`src/rtl/uart_rx_pkg.sv`:
```
package uart_rx_pkg;
  localparam int unsigned RX_OVS = 16;
  localparam int unsigned RX_DW  = 8;

  typedef enum logic [2:0] {
    S_IDLE,
    S_START,
    S_DATA,
    S_STOP,
    S_HOLD
  } rx_state_e;
endpackage

```
`src/rtl/uart_rx_sampler.sv`:
```
module uart_rx_sampler
  import uart_rx_pkg::*;
#(
  parameter int unsigned OVS = RX_OVS,
  parameter int unsigned DW  = RX_DW
) (
  input  logic          clk,
  input  logic          rst_n,
  input  logic          en,
  input  logic          rx_in,
  input  logic          os_tick,
  input  logic          nine_bit,
  output logic          done,
  output logic [DW-1:0] data,
  output logic          b8,
  output logic          ferr,
  output logic          brk
);
  localparam int unsigned CW = (OVS > 1) ? $clog2(OVS) : 1;
  localparam int unsigned BW = $clog2(DW + 1);
  localparam logic [CW-1:0] HALF_M1 = CW'(OVS / 2 - 1);
  localparam logic [CW-1:0] FULL_M1 = CW'(OVS - 1);

  rx_state_e     st;
  logic [1:0]    sy;
  logic          rxs;
  logic [CW-1:0] cnt;
  logic [BW-1:0] bitn;
  logic [DW:0]   sh;
  logic          stop_q;
  logic [BW-1:0] last_bit;

  // Data sits in the upper DW bits after DW shifts, or all DW+1 bits after DW+1 shifts.
  function automatic logic [DW-1:0] pick_data(input logic [DW:0] s, input logic nine);
    return nine ? s[DW-1:0] : s[DW:1];
  endfunction

  function automatic logic is_break(input logic [DW-1:0] d, input logic n, input logic stp);
    return (d == '0) && !n && !stp;
  endfunction

  assign rxs      = sy[1];
  assign last_bit = nine_bit ? BW'(DW) : BW'(DW - 1);

  always_ff @(posedge clk or negedge rst_n) begin
    if (!rst_n) begin
      sy     <= 2'b11;
      st     <= S_IDLE;
      cnt    <= '0;
      bitn   <= '0;
      sh     <= '0;
      stop_q <= 1'b1;
      done   <= 1'b0;
    end else begin
      sy   <= {sy[0], rx_in};
      done <= 1'b0;
      if (!en) begin
        st <= S_IDLE;
      end else if (os_tick) begin
        case (st)
          S_IDLE: if (!rxs) begin
            st  <= S_START;
            cnt <= '0;
          end
          S_START: if (cnt == HALF_M1) begin
            cnt <= '0;
            if (!rxs) begin
              st   <= S_DATA;
              bitn <= '0;
              sh   <= '0;
            end else begin
              st <= S_IDLE;
            end
          end else begin
            cnt <= cnt + 1'b1;
          end
          S_DATA: if (cnt == FULL_M1) begin
            cnt <= '0;
            sh  <= {rxs, sh[DW:1]};
            if (bitn == last_bit) st <= S_STOP;
            else bitn <= bitn + 1'b1;
          end else begin
            cnt <= cnt + 1'b1;
          end
          S_STOP: if (cnt == FULL_M1) begin
            cnt    <= '0;
            done   <= 1'b1;
            stop_q <= rxs;
            st     <= rxs ? S_IDLE : S_HOLD;
          end else begin
            cnt <= cnt + 1'b1;
          end
          S_HOLD: if (rxs) st <= S_IDLE;
          default: st <= S_IDLE;
        endcase
      end
    end
  end

  assign data = pick_data(sh, nine_bit);
  assign b8   = nine_bit & sh[DW];
  assign ferr = ~stop_q;
  assign brk  = is_break(data, b8, stop_q);
endmodule

```
`src/rtl/rx_fifo2.sv`:
```
module rx_fifo2 #(
  parameter int unsigned W     = 10,
  parameter int unsigned DEPTH = 2
) (
  input  logic                       clk,
  input  logic                       rst_n,
  input  logic                       push,
  input  logic                       pop,
  input  logic [W-1:0]               din,
  output logic [W-1:0]               head,
  output logic [$clog2(DEPTH+1)-1:0] fill
);
  localparam int unsigned AW = (DEPTH > 1) ? $clog2(DEPTH) : 1;
  localparam int unsigned FW = $clog2(DEPTH + 1);

  logic [W-1:0]  mem [DEPTH];
  logic [AW-1:0] wp, rp;
  logic          do_push, do_pop;

  function automatic logic [AW-1:0] nxt(input logic [AW-1:0] p);
    return (p == AW'(DEPTH - 1)) ? '0 : p + 1'b1;
  endfunction

  assign do_pop  = pop && (fill != '0);
  assign do_push = push && ((fill != FW'(DEPTH)) || do_pop);

  always_ff @(posedge clk or negedge rst_n) begin
    if (!rst_n) begin
      wp   <= '0;
      rp   <= '0;
      fill <= '0;
    end else begin
      if (do_push) wp <= nxt(wp);
      if (do_pop)  rp <= nxt(rp);
      if (do_push && !do_pop)      fill <= fill + 1'b1;
      else if (do_pop && !do_push) fill <= fill - 1'b1;
    end
  end

  always_ff @(posedge clk) begin
    if (do_push) mem[wp] <= din;
  end

  assign head = mem[rp];
endmodule

```
`src/rtl/uart_rx_addr.sv`:
```
module uart_rx_addr
  import uart_rx_pkg::*;
#(
  parameter int unsigned OVS   = RX_OVS,
  parameter int unsigned DW    = RX_DW,
  parameter int unsigned DEPTH = 2
) (
  input  logic          clk,
  input  logic          rst_n,
  input  logic          rx_in,
  input  logic          os_tick,
  input  logic          rx_en,
  input  logic          nine_bit,
  input  logic          addr_det,
  input  logic          wake_en,
  input  logic          rd_strobe,
  output logic [DW-1:0] dout,
  output logic          dout_b8,
  output logic          dout_ferr,
  output logic          overrun,
  output logic          avail,
  output logic          wake_pulse
);
  localparam int unsigned FW = $clog2(DEPTH + 1);
  localparam int unsigned EW = DW + 2;

  logic          char_done, char_b8, char_ferr, char_brk;
  logic [DW-1:0] char_data;
  logic          accept_w, push_w, pop_w, full_w;
  logic [FW-1:0] fill_w;
  logic [EW-1:0] head_w;

  uart_rx_sampler #(.OVS(OVS), .DW(DW)) u_smp (
    .clk(clk), .rst_n(rst_n), .en(rx_en & ~overrun), .rx_in(rx_in),
    .os_tick(os_tick), .nine_bit(nine_bit), .done(char_done),
    .data(char_data), .b8(char_b8), .ferr(char_ferr), .brk(char_brk)
  );

  assign accept_w = char_done && !(nine_bit && addr_det && !char_b8);
  assign pop_w    = rd_strobe && avail;
  assign full_w   = (fill_w == FW'(DEPTH)) && !pop_w;
  assign push_w   = accept_w && !full_w;

  rx_fifo2 #(.W(EW), .DEPTH(DEPTH)) u_fifo (
    .clk(clk), .rst_n(rst_n), .push(push_w), .pop(pop_w),
    .din({char_ferr, char_b8, char_data}), .head(head_w), .fill(fill_w)
  );

  always_ff @(posedge clk or negedge rst_n) begin
    if (!rst_n)                 overrun <= 1'b0;
    else if (!rx_en)            overrun <= 1'b0;
    else if (accept_w && full_w) overrun <= 1'b1;
  end

  assign avail      = (fill_w != '0);
  assign dout       = head_w[DW-1:0];
  assign dout_b8    = head_w[DW];
  assign dout_ferr  = head_w[DW+1];
  assign wake_pulse = char_done && char_brk && wake_en;
endmodule

```
`config.mk`:
```
export PLATFORM = sky130hd
export DESIGN_NAME = uart_rx_addr
export DESIGN_NICKNAME = d
export VERILOG_FILES = /design/src/rtl/uart_rx_pkg.sv /design/src/rtl/uart_rx_sampler.sv /design/src/rtl/rx_fifo2.sv /design/src/rtl/uart_rx_addr.sv
export SDC_FILE = /design/constraint.sdc
export NUM_CORES = 1
export LEC_CHECK = 0
export ABC_AREA = 1
export BUFFER_PORTS_ARGS = -buffer_cell sky130_fd_sc_hd__buf_2
export CAP_MARGIN = 0
export CELL_PAD_IN_SITES_DETAIL_PLACEMENT = 1
export CELL_PAD_IN_SITES_GLOBAL_PLACEMENT = 2
export CORE_ASPECT_RATIO = 1.2
export CORE_UTILIZATION = 34
export CTS_BUF_LIST = sky130_fd_sc_hd__clkbuf_8
export DETAILED_ROUTE_END_ITERATION = 8
export GPL_TIMING_DRIVEN = 0
export PLACE_DENSITY_LB_ADDON = 0.2
export SYNTH_ARGS = -nofsm -noshare
export SYNTH_HDL_FRONTEND = slang
export SYNTH_SLANG_ARGS = --single-unit
```
`constraint.sdc`:
```
create_clock -name clk -period 1.8 [get_ports clk]
set_input_delay 0.09 -clock clk [delete_from_list [all_inputs] [get_ports clk]]
set_output_delay 0.09 -clock clk [all_outputs]
set_load 0.05 [all_outputs]
```
Word level (Yosys, flattened, before mapping). Memories as Yosys holds them, arrays and structs flattened. Cells that the tools add are included.

Output and inout bits: 13. Bits of input ports: 9. Bits in registers: 29. Memories: 1. Bits in writable memories: 20. Logic and storage cells: 116. Bits in latches: 0. ROM bits: 0.

Memory list: u_fifo.mem (depth 2, bits a word 10, read ports 1, clocked after memory_dff 0, write ports 1, RTL line rx_fifo2.sv:16) `logic [W-1:0] mem [DEPTH];`.

Magnitude comparators: 0. Bitwise logic cells: 4. Eq/ne operators: 22. Multipliers: 0. $add $sub $neg: 6. Shifts and indexed selects: 0. Divide/modulo/power cells: 0. Multiplexer cells: 37. Reduce and logical (&&, ||, !) cells: 35.

Operators by type and width (count): 4-bit 2-to-1 mux (7); 3-bit 2-to-1 mux (9); 9-bit 2-to-1 mux (3); 3-bit inequality test, second input constant (6); 9-bit case mux with 2 select lines (1); 1-bit logical AND (15); 3-bit case mux with 5 select lines (1); 7-bit AND reduction (2); 4-bit case mux with 3 select lines (1); 1-bit 2-to-1 mux (10); 2-bit inequality test, second input constant (5); 4-bit by 1-bit adder with 4-bit output, second input constant (2); 8-bit logical NOT (1); 8-bit 2-to-1 mux (1); 4-bit case mux with 2 select lines (1); 4-bit AND reduction (2); 1-bit logical NOT (7); 3-bit by 2-bit equality test with 1-bit output, second input constant (2); 2-bit 2-to-1 mux (3); 2-bit by 1-bit inequality test with 1-bit output, second input constant (3); 6-bit AND reduction (1); 2-bit nonzero test (3); 4-bit by 3-bit equality test with 1-bit output, second input constant (1); 4-bit equality test (1); other kinds (13) (16).

Logic depth before layout (Yosys ltp). Gate-level depths: netlist of the first run.

Depth in word-level cells: 11. Gate-level depth with buffers: 9. Gate-level depth less buffers: 9.

Modules after synthesis. Synthesis of the first run repeated with hierarchy kept, for this count alone.

Cells, all modules: 296. Area, all modules: 2605.0 um^2.

Modules (own cells, without submodules): uart_rx_sampler (times used 1, seq. area each 604.3 um^2, area each 1540.2 um^2, cells an instance 197); rx_fifo2 (times used 1, seq. area each 700.7 um^2, area each 959.7 um^2, cells an instance 83); uart_rx_addr (times used 1, seq. area each 25.0 um^2, area each 105.1 um^2, cells an instance 16).

Least setup slack after synthesis of the first run. OpenSTA, ideal clock, no wires.

Path kind: reg-to-output. Start: reg u_smp.sh[1]. End: out wake_pulse. Buffers on the path: 0. Path slack: -60 ps. Required time: 1710 ps. Data arrival time: 1770 ps. Cell stages (with the launch flop): 6. Cells stage by stage: dfrtp_1 -> nand2_1 -> o21ai_0 -> nor2_1 -> nand2_1 -> nor3_1.

Longest elaborated chain between the ends: 6.

Ends and longest elaborated chain: start: declaration (RTL line uart_rx_sampler.sv:29) `logic [DW:0] sh;`; start signal: assignment (RTL line uart_rx_sampler.sv:79) `sh <= {rxs, sh[DW:1]};`; 8-bit 2-to-1 mux (RTL line uart_rx_sampler.sv:35) `return nine ? s[DW-1:0] : s[DW:1];`; named net char_data[1] (RTL line uart_rx_addr.sv:28) `logic [DW-1:0] char_data;`; 8-bit logical NOT (RTL line uart_rx_sampler.sv:39) `return (d == '0) && !n && !stp;`; 1-bit logical AND (2 in a row) (RTL line uart_rx_sampler.sv:39); 1-bit logical AND (2 in a row) (RTL line uart_rx_addr.sv:59) `assign wake_pulse = char_done && char_brk && wake_en;`; end: declaration (RTL line uart_rx_addr.sv:22) `output logic wake_pulse`.

The timed path passes the listed nets, and every way through them passes these cells.

Worst setup path after layout of the first run.
Start: reg u_smp.sh[8]. End: reg u_fifo.fill[1].

Longest elaborated chain between the ends: 10. Elaborated cells between the ends (all ways): 12. Those cells by class: mux (1); bitwise (1); reduce/logical (10).

Ends and longest elaborated chain: 1-bit bitwise AND (*) (RTL line uart_rx_sampler.sv:101) `assign b8 = nine_bit & sh[DW];`; 1-bit logical NOT (*) (RTL line uart_rx_addr.sv:39) `assign accept_w = char_done && !(nine_bit && addr_det && !char_b8);`; 1-bit logical AND (*) (RTL line uart_rx_addr.sv:39); 1-bit logical NOT (*) (RTL line uart_rx_addr.sv:39); 1-bit logical AND (*) (RTL line uart_rx_addr.sv:39); 1-bit logical AND (*) (RTL line uart_rx_addr.sv:42) `assign push_w = accept_w && !full_w;`; 1-bit logical AND (*) (RTL line rx_fifo2.sv:25) `assign do_push = push && ((fill != FW'(DEPTH)) || do_pop);`; 1-bit logical NOT (RTL line rx_fifo2.sv:36) `else if (do_pop && !do_push) fill <= fill - 1'b1;`; 1-bit logical AND (RTL line rx_fifo2.sv:36); 2-bit nonzero test (no source line); end signal: assignment (RTL line rx_fifo2.sv:35) `if (do_push && !do_pop) fill <= fill + 1'b1;`; end signal: assignment (RTL line rx_fifo2.sv:36); end: declaration (RTL line rx_fifo2.sv:11) `output logic [$clog2(DEPTH+1)-1:0] fill`.

Mark *: on every way between the ends. The rest lies on a longest branch, timed or not. A chain may end at the register's enable or synchronous reset.

==> flow_summary.ini, run 1 <==
[cts]
cts_buffers = 5
insertion_delay_ps = 310
htree_levels = 2
clk_path_buf_depth = 2
cts_tree = built
clockRootBuffer = clkbuf_8
path_clk_slew_ps = 90
cts_sinks = 49

[die]
die_w_um = 78.0
die_h_um = 93.2
core_area_um2 = 6570
num_rows = 32
initial_utilization_pct = 35.9
ioPinCount = 22
die-area_um2 = 7270

[critical_path]
arrival_ps = 1850
cp_max_fo = 4
cp-start-kind = register
timing_worst_setup_path_type = reg2reg
required_ps = 2000
crit_path_end_kind = register

[power_and_ir_drop]
pwr-share-clk_pct = 27.6
max-vdd-ir-drop_mv = 0.421
combPwrFrac_pct = 29.1
p_leak_nw = 1.31
internal_power_mw = 1.81
power.density_nw_per_um2 = 1060
power.share.sequential_pct = 43.3
power.switching_mw = 1.07
switching_share_pct = 37.1

[flow_run]
drv_cap = 0

[status]
status = completed

[synth]
async_flop_share_pct = 59.2
synth-main-ff-cell = dfrtp_1
synth_top_area_share_pct = 27.6
synth-seq-cells = 49
syn-num-nets = 286
ys_warn_count = 0
synth.distinct_cells = 26
synth.area.top_cells = dfrtp_1 28%, edfxtp_1 25%, nand2_1 15%
syn_area_um2 = 2360
synth_seq_area_share_pct = 56.4
syn_avg_cell_area_um2 = 8.60
synthCells = 274
synth_edf_count = 20
yosysTopAreaCell = dfrtp_1

[sta]
rsz0062_at_grt = no
min_period_ps = 1650
fmax_mhz = 607
relSlewSlack_pct = 54.3
hold_viol = 0
clock_skew_ps = 3.96
tightest_slew_ps = 685
holdWs_ps = 31.1
min_period_over_period_pct = 91.6
slew_viol_final = 0
setup_viol = 0

[place]
portBuffers = 21
place_inst = 380
placed_area_um2 = 2570
gp_congestion = 0.749
dp_hpwl_mm = 3.70

[route]
drc = 0
firstDrtPassIters = 4
ant_nets = 0
num_vias = 1846
drt-total-wl_mm = 4.95
routedWlPerCell_um = 12.7
drtIter0Drc = 37
routed_via_density = 4.73

[global_route]
grt_start_max_net_pins = 30
grt_pass1_vias = 1963
antenna_found_initial = 0
grt_usage_pct = 15.9
grt_overflow_total = 0
grt_pass1_wl_mm = 8.96

[finish]
layout_commonest_cell = nand2_1
final_util_pct = 41.6
layout_common_cells = 96 x nand2_1, 29 x nand3_1, 26 x inv_1, 26 x dfrtp_1, 23 x nor2_1
finalNetCount = 316
final_cells = 390
stdcell_area_um2 = 2730
diodes = 0
area_growth_pct = 15.9
drive_gt1_share_pct = 16.4
nFillCells = 809

[hold_path]
hold_class = in2reg
path summary, 6_finish.rpt:
path                        startpoint             end  slack [ps]  depth (start not counted)
max                        u_smp.sh[8]  u_fifo.fill[1]         150                          9
min                              rx_en         overrun          30                          2
max reg2reg                u_smp.sh[8]  u_fifo.fill[1]         150                          9
min reg2reg                u_smp.sy[0]     u_smp.sy[1]         360                          0
max in group asynchronous        rst_n     u_smp.sh[3]        1000                          2
min in group asynchronous        rst_n    u_smp.cnt[1]         350                          2
cell type report:
| type | count | area (µm²) | share of cell area [%] |
|---|---|---|---|
| plain buffers | 4 | 27.5 | 1.01 |
| clock buffers | 5 | 68.8 | 2.52 |
| clock inverters | 3 | 41.3 | 1.51 |
| inverters | 28 | 105 | 3.85 |
| multi-input cells | 192 | 913 | 33.4 |
| flip-flops and latches | 49 | 1330 | 48.7 |
| well taps | 85 | 106 | 3.89 |
| repair buffers | 24 | 139 | 5.08 |
synthesized netlist by cell type, types with 2 or more instances:
master and n:
inv_2 2, edfxtp_1 20, nor2_1 25, nor3_1 3, dfrtp_1 26, o21ai_0 12, nand3_1 30, nand2_2 2
nand2_1 96, xor2_1 5, nand3_2 2, dfstp_2 3, a21oi_1 4, inv_1 26, clkbuf_1 2, nand4_1 4
ha_1 3
metrics by stage:
stage / total power [mW] / TNS [ps] / setup WS [ps]
2_1_floorplan: 1.92 / 0 / 61.6
3_3_place_gp: 2.11 / -3170 / -169
3_5_place_dp: 2.12 / -3490 / -178
4_1_cts: 2.93 / -3650 / -187
5_1_grt: 3.05 / 0 / 8.03
6_report: 2.88 / 0 / 152
flip-flops by register name, indices dropped and copies added (netlist names):
name,cells
u_fifo.mem,20
u_smp.sh,9
u_smp.bitn,4
u_smp.cnt,4
u_smp.st,3
u_fifo.fill,2
u_smp.sy,2
overrun,1
u_fifo.rp,1
u_fifo.wp,1
u_smp.done,1
u_smp.stop_q,1
power by group through the flow:
stage          combinational [mW]  clock (mW)  sequential, mW
2_1_floorplan               0.659           0            1.26
3_3_place_gp                0.839           0            1.27
3_5_place_dp                0.851           0            1.27
4_1_cts                     0.856       0.823            1.25
5_1_grt                     0.931       0.858            1.26
6_report                    0.841       0.795            1.25
repair_timing:
action	CTS	global route
hold buffers	2	0
gates cloned	0	0
setup buffers	0	1
pin swaps	0	0
hold endpoints to repair	27	0
gates resized for setup	0	9
endpoints found under the setup margin	20	28
logic make-up after synthesis:
family | count (synthesis) | share of synthesized area [%]
flops | 49 | 56.4
compound gates | 17 | 3.72
xor+xnor | 6 | 2.23
buf+inv | 33 | 5.79
fa+ha+maj | 3 | 1.59
simple gates | 166 | 30.3
worst max-delay path, cell delays in order (launching register included):
cell and delay [ps]:
dfrtp_1 410, inv_1 70, nand3_1 100, nand2_1 60, or2_4 250, inv_1 60, ha_1 240, a21oi_1 130
o21ai_1 90, xor2_1 140
layer usage:
layer | up-vias | track usage, % | part of all wire [%] | wire length (µm)
li1 | 936 | - | - | -
met1 | 883 | 18.4 | 44 | 2190
met2 | 22 | 28.8 | 51 | 2540
met3 | 5 | 3.51 | 2.9 | 141
met4 | 0 | 5.25 | 1.4 | 70
met5 | - | 0 | 0 | 0
Note: power is estimated with default switching activity, not from simulation.
==> run 2: changes to the inputs <==
--- a/config.mk
+++ b/config.mk
@@ -8,12 +8,11 @@
 export ABC_AREA = 1
 export BUFFER_PORTS_ARGS = -buffer_cell sky130_fd_sc_hd__buf_2
 export CAP_MARGIN = 0
-export CELL_PAD_IN_SITES_DETAIL_PLACEMENT = 1
-export CELL_PAD_IN_SITES_GLOBAL_PLACEMENT = 2
 export CORE_ASPECT_RATIO = 1.2
-export CORE_UTILIZATION = 34
+export CORE_UTILIZATION = 55
 export CTS_BUF_LIST = sky130_fd_sc_hd__clkbuf_8
 export DETAILED_ROUTE_END_ITERATION = 8
+export GPL_ROUTABILITY_DRIVEN = 1
 export GPL_TIMING_DRIVEN = 0
 export PLACE_DENSITY_LB_ADDON = 0.2
 export SYNTH_ARGS = -nofsm -noshare
==> run 2 against run 1 <==
- hold slack improved by 7.9 ps
- die area decreased by 37%
- largest cell class unchanged
- power decreased by 6.1%
- global-route usage increased by 4.1 points
- critical path depth decreased by 2
- register-to-register slack about the same
- routed wire length decreased by 21%
- largest power group unchanged
- via count decreased by 3.5%
- utilization increased by 24 points
==> flow_summary.ini, run 2 (synthesis gave the netlist of run 1 again) <==
[die]
core_area_um2 = 4040
die-area_um2 = 4550
ioPinCount = 22
die_w_um = 61.8
initial_utilization_pct = 58.4
num_rows = 25
die_h_um = 73.7

[cts]
insertion_delay_ps = 300
path_clk_slew_ps = 90
cts_sinks = 49
clk_path_buf_depth = 2
clockRootBuffer = clkbuf_8
htree_levels = 2
cts_tree = built
cts_buffers = 5
post_cts_buffers = 0

[finish]
area_growth_pct = 12.4
diodes = 0
layout_common_cells = 96 x nand2_1, 30 x nand3_1, 26 x inv_1, 26 x dfrtp_1, 23 x nor2_1
top_register = u_fifo.mem
finalNetCount = 315
layout_commonest_cell = nand2_1
drive_gt1_share_pct = 15.8
reg_top3 = u_fifo.mem: 20 flops, u_smp.sh: 9 flops
largest_reg_flops = 20

[power_and_ir_drop]
internal_power_mw = 1.68
pwr-share-clk_pct = 23.7
power.density_nw_per_um2 = 1020
power.share.sequential_pct = 46.0
power.switching_mw = 1.03
combPwrFrac_pct = 30.4
switching_share_pct = 38.1
p_leak_nw = 1.30
max-vdd-ir-drop_mv = 0.456

[hold_path]
hold_depth = 2
min_from = rx_en
whs_endpoint = overrun
hold_class = in2reg

[sta]
min_period_over_period_pct = 92.2
setup_viol = 0
tightest_slew_ps = 620
holdWs_ps = 39.0
slew_viol_final = 0
fmax_mhz = 603
min_period_ps = 1660
hold_viol = 0
relSlewSlack_pct = 58.7
rsz0062_at_grt = no
timing.final.ws_setup_ps = 140
clock_skew_ps = 3.16

[global_route]
grt_start_max_net_pins = 30
grt_usage_pct = 20.0
grt_pass1_vias = 1519
antenna_found_initial = 0
grt_overflow_total = 0
grt_pass1_wl_mm = 6.52

[critical_path]
crit_buf_inv = 1
cp_top_family = simple AND/OR/NAND/NOR gates
crit_path_max_incr_delay_ps = 410
crit_start = u_fifo.fill[0]
required_ps = 1990
timing_worst_setup_path_type = reg2reg
cp-start-kind = register
arrival_ps = 1850
crit_path_end_kind = register
worstReg2RegEnd = u_fifo.fill[1]
r2r_slack_ps = 140
timing.rr.start = u_fifo.fill[0]
path_cells = nor3_1 > or2_4 > inv_1 > ha_1 > a21oi_1 > o21ai_1 > xor2_1
cp_max_fo = 4
worst_path_max_delay_cell = dfrtp_1
ff2ff_path_depth = 7

[place]
gp_congestion = 0.868
post-place-ws_ps = -116
portBuffers = 21
dp_hpwl_mm = 2.87

[route]
firstDrtPassIters = 4
num_vias = 1782
drtIter0Drc = 54
drc = 0
routedWlPerCell_um = 10.9
routed_via_density = 4.98
ant_nets = 0
drt-total-wl_mm = 3.92

[flow_run]
drv_cap = 0

[status]
status = completed
==> run 2: per-layer routing <==
layer	vias to the layer above	wire (µm)	GRT usage (%)	share of wire (%)
met2	29	1930	33.9	49
li1	939	-	-	-
met4	0	75	8.89	1.9
met3	6	131	4.93	3.3
met1	808	1780	23.4	46
met5	-	0	0	0
==> run 2: worst max-delay path by stage <==
| stage | depth (start not counted) | slack [ps] | endpoint |
|---|---|---|---|
| after floorplan | 7 | 60 | u_fifo.fill[1] |
| after global placement | 5 | -140 | u_fifo.mem[1][4] |
| after detailed placement | 5 | -120 | u_fifo.mem[0][4] |
| after CTS | 9 | 50 | u_fifo.fill[1] |
| after global routing | 6 | 7 | wake_pulse |
| final | 7 | 140 | u_fifo.fill[1] |
==> run 2: area by class of cell <==
| class | count | area (µm²) |
|---|---|---|
| multi-input combinational | 192 | 903 |
| fill | 344 | 1390 |
| clock buffer | 5 | 68.8 |
| clock inverter | 3 | 21.3 |
| timing repair buffer | 23 | 125 |
| inverter | 28 | 105 |
| tap | 54 | 67.6 |
| sequential | 49 | 1330 |
| buffer | 4 | 27.5 |
==> run 2: worst reg2reg max path, cell delays in order, from the launching register on <==
cell and delay [ps]:
dfrtp_1 410, nor3_1 240, or2_4 190, inv_1 50
ha_1 300, a21oi_1 130, o21ai_1 90, xor2_1 140
==> run 2: through the flow <==
step                      cells  utilization [%]  power (mW)  area (µm²)  setup TNS, ps
after floorplan             274                -        1.92        2360              0
after global placement      349             62.8        2.09        2530          -2660
after detailed placement    349             62.8        2.10        2530          -2230
after CTS                   359             65.7        2.75        2650              0
after global routing        358             65.6        2.89        2650              0
final                       358             65.6        2.71        2650              0
==> run 2: power by group through the flow <==
stage / registers (mW) / clock network, mW / logic [mW]
5_1_grt: 1.25 / 0.709 / 0.927
2_1_floorplan: 1.26 / 0 / 0.659
4_1_cts: 1.25 / 0.670 / 0.837
6_report: 1.25 / 0.642 / 0.822
3_3_place_gp: 1.27 / 0 / 0.824
3_5_place_dp: 1.27 / 0 / 0.832
==> run 2: what timing repair did <==
| item | in CTS | in global routing |
|---|---|---|
| hold buffers | 2 | 0 |
| resized for setup | 2 | 2 |
| endpoints found under the hold margin | 27 | 0 |
| endpoints found under the setup margin | 20 | 17 |
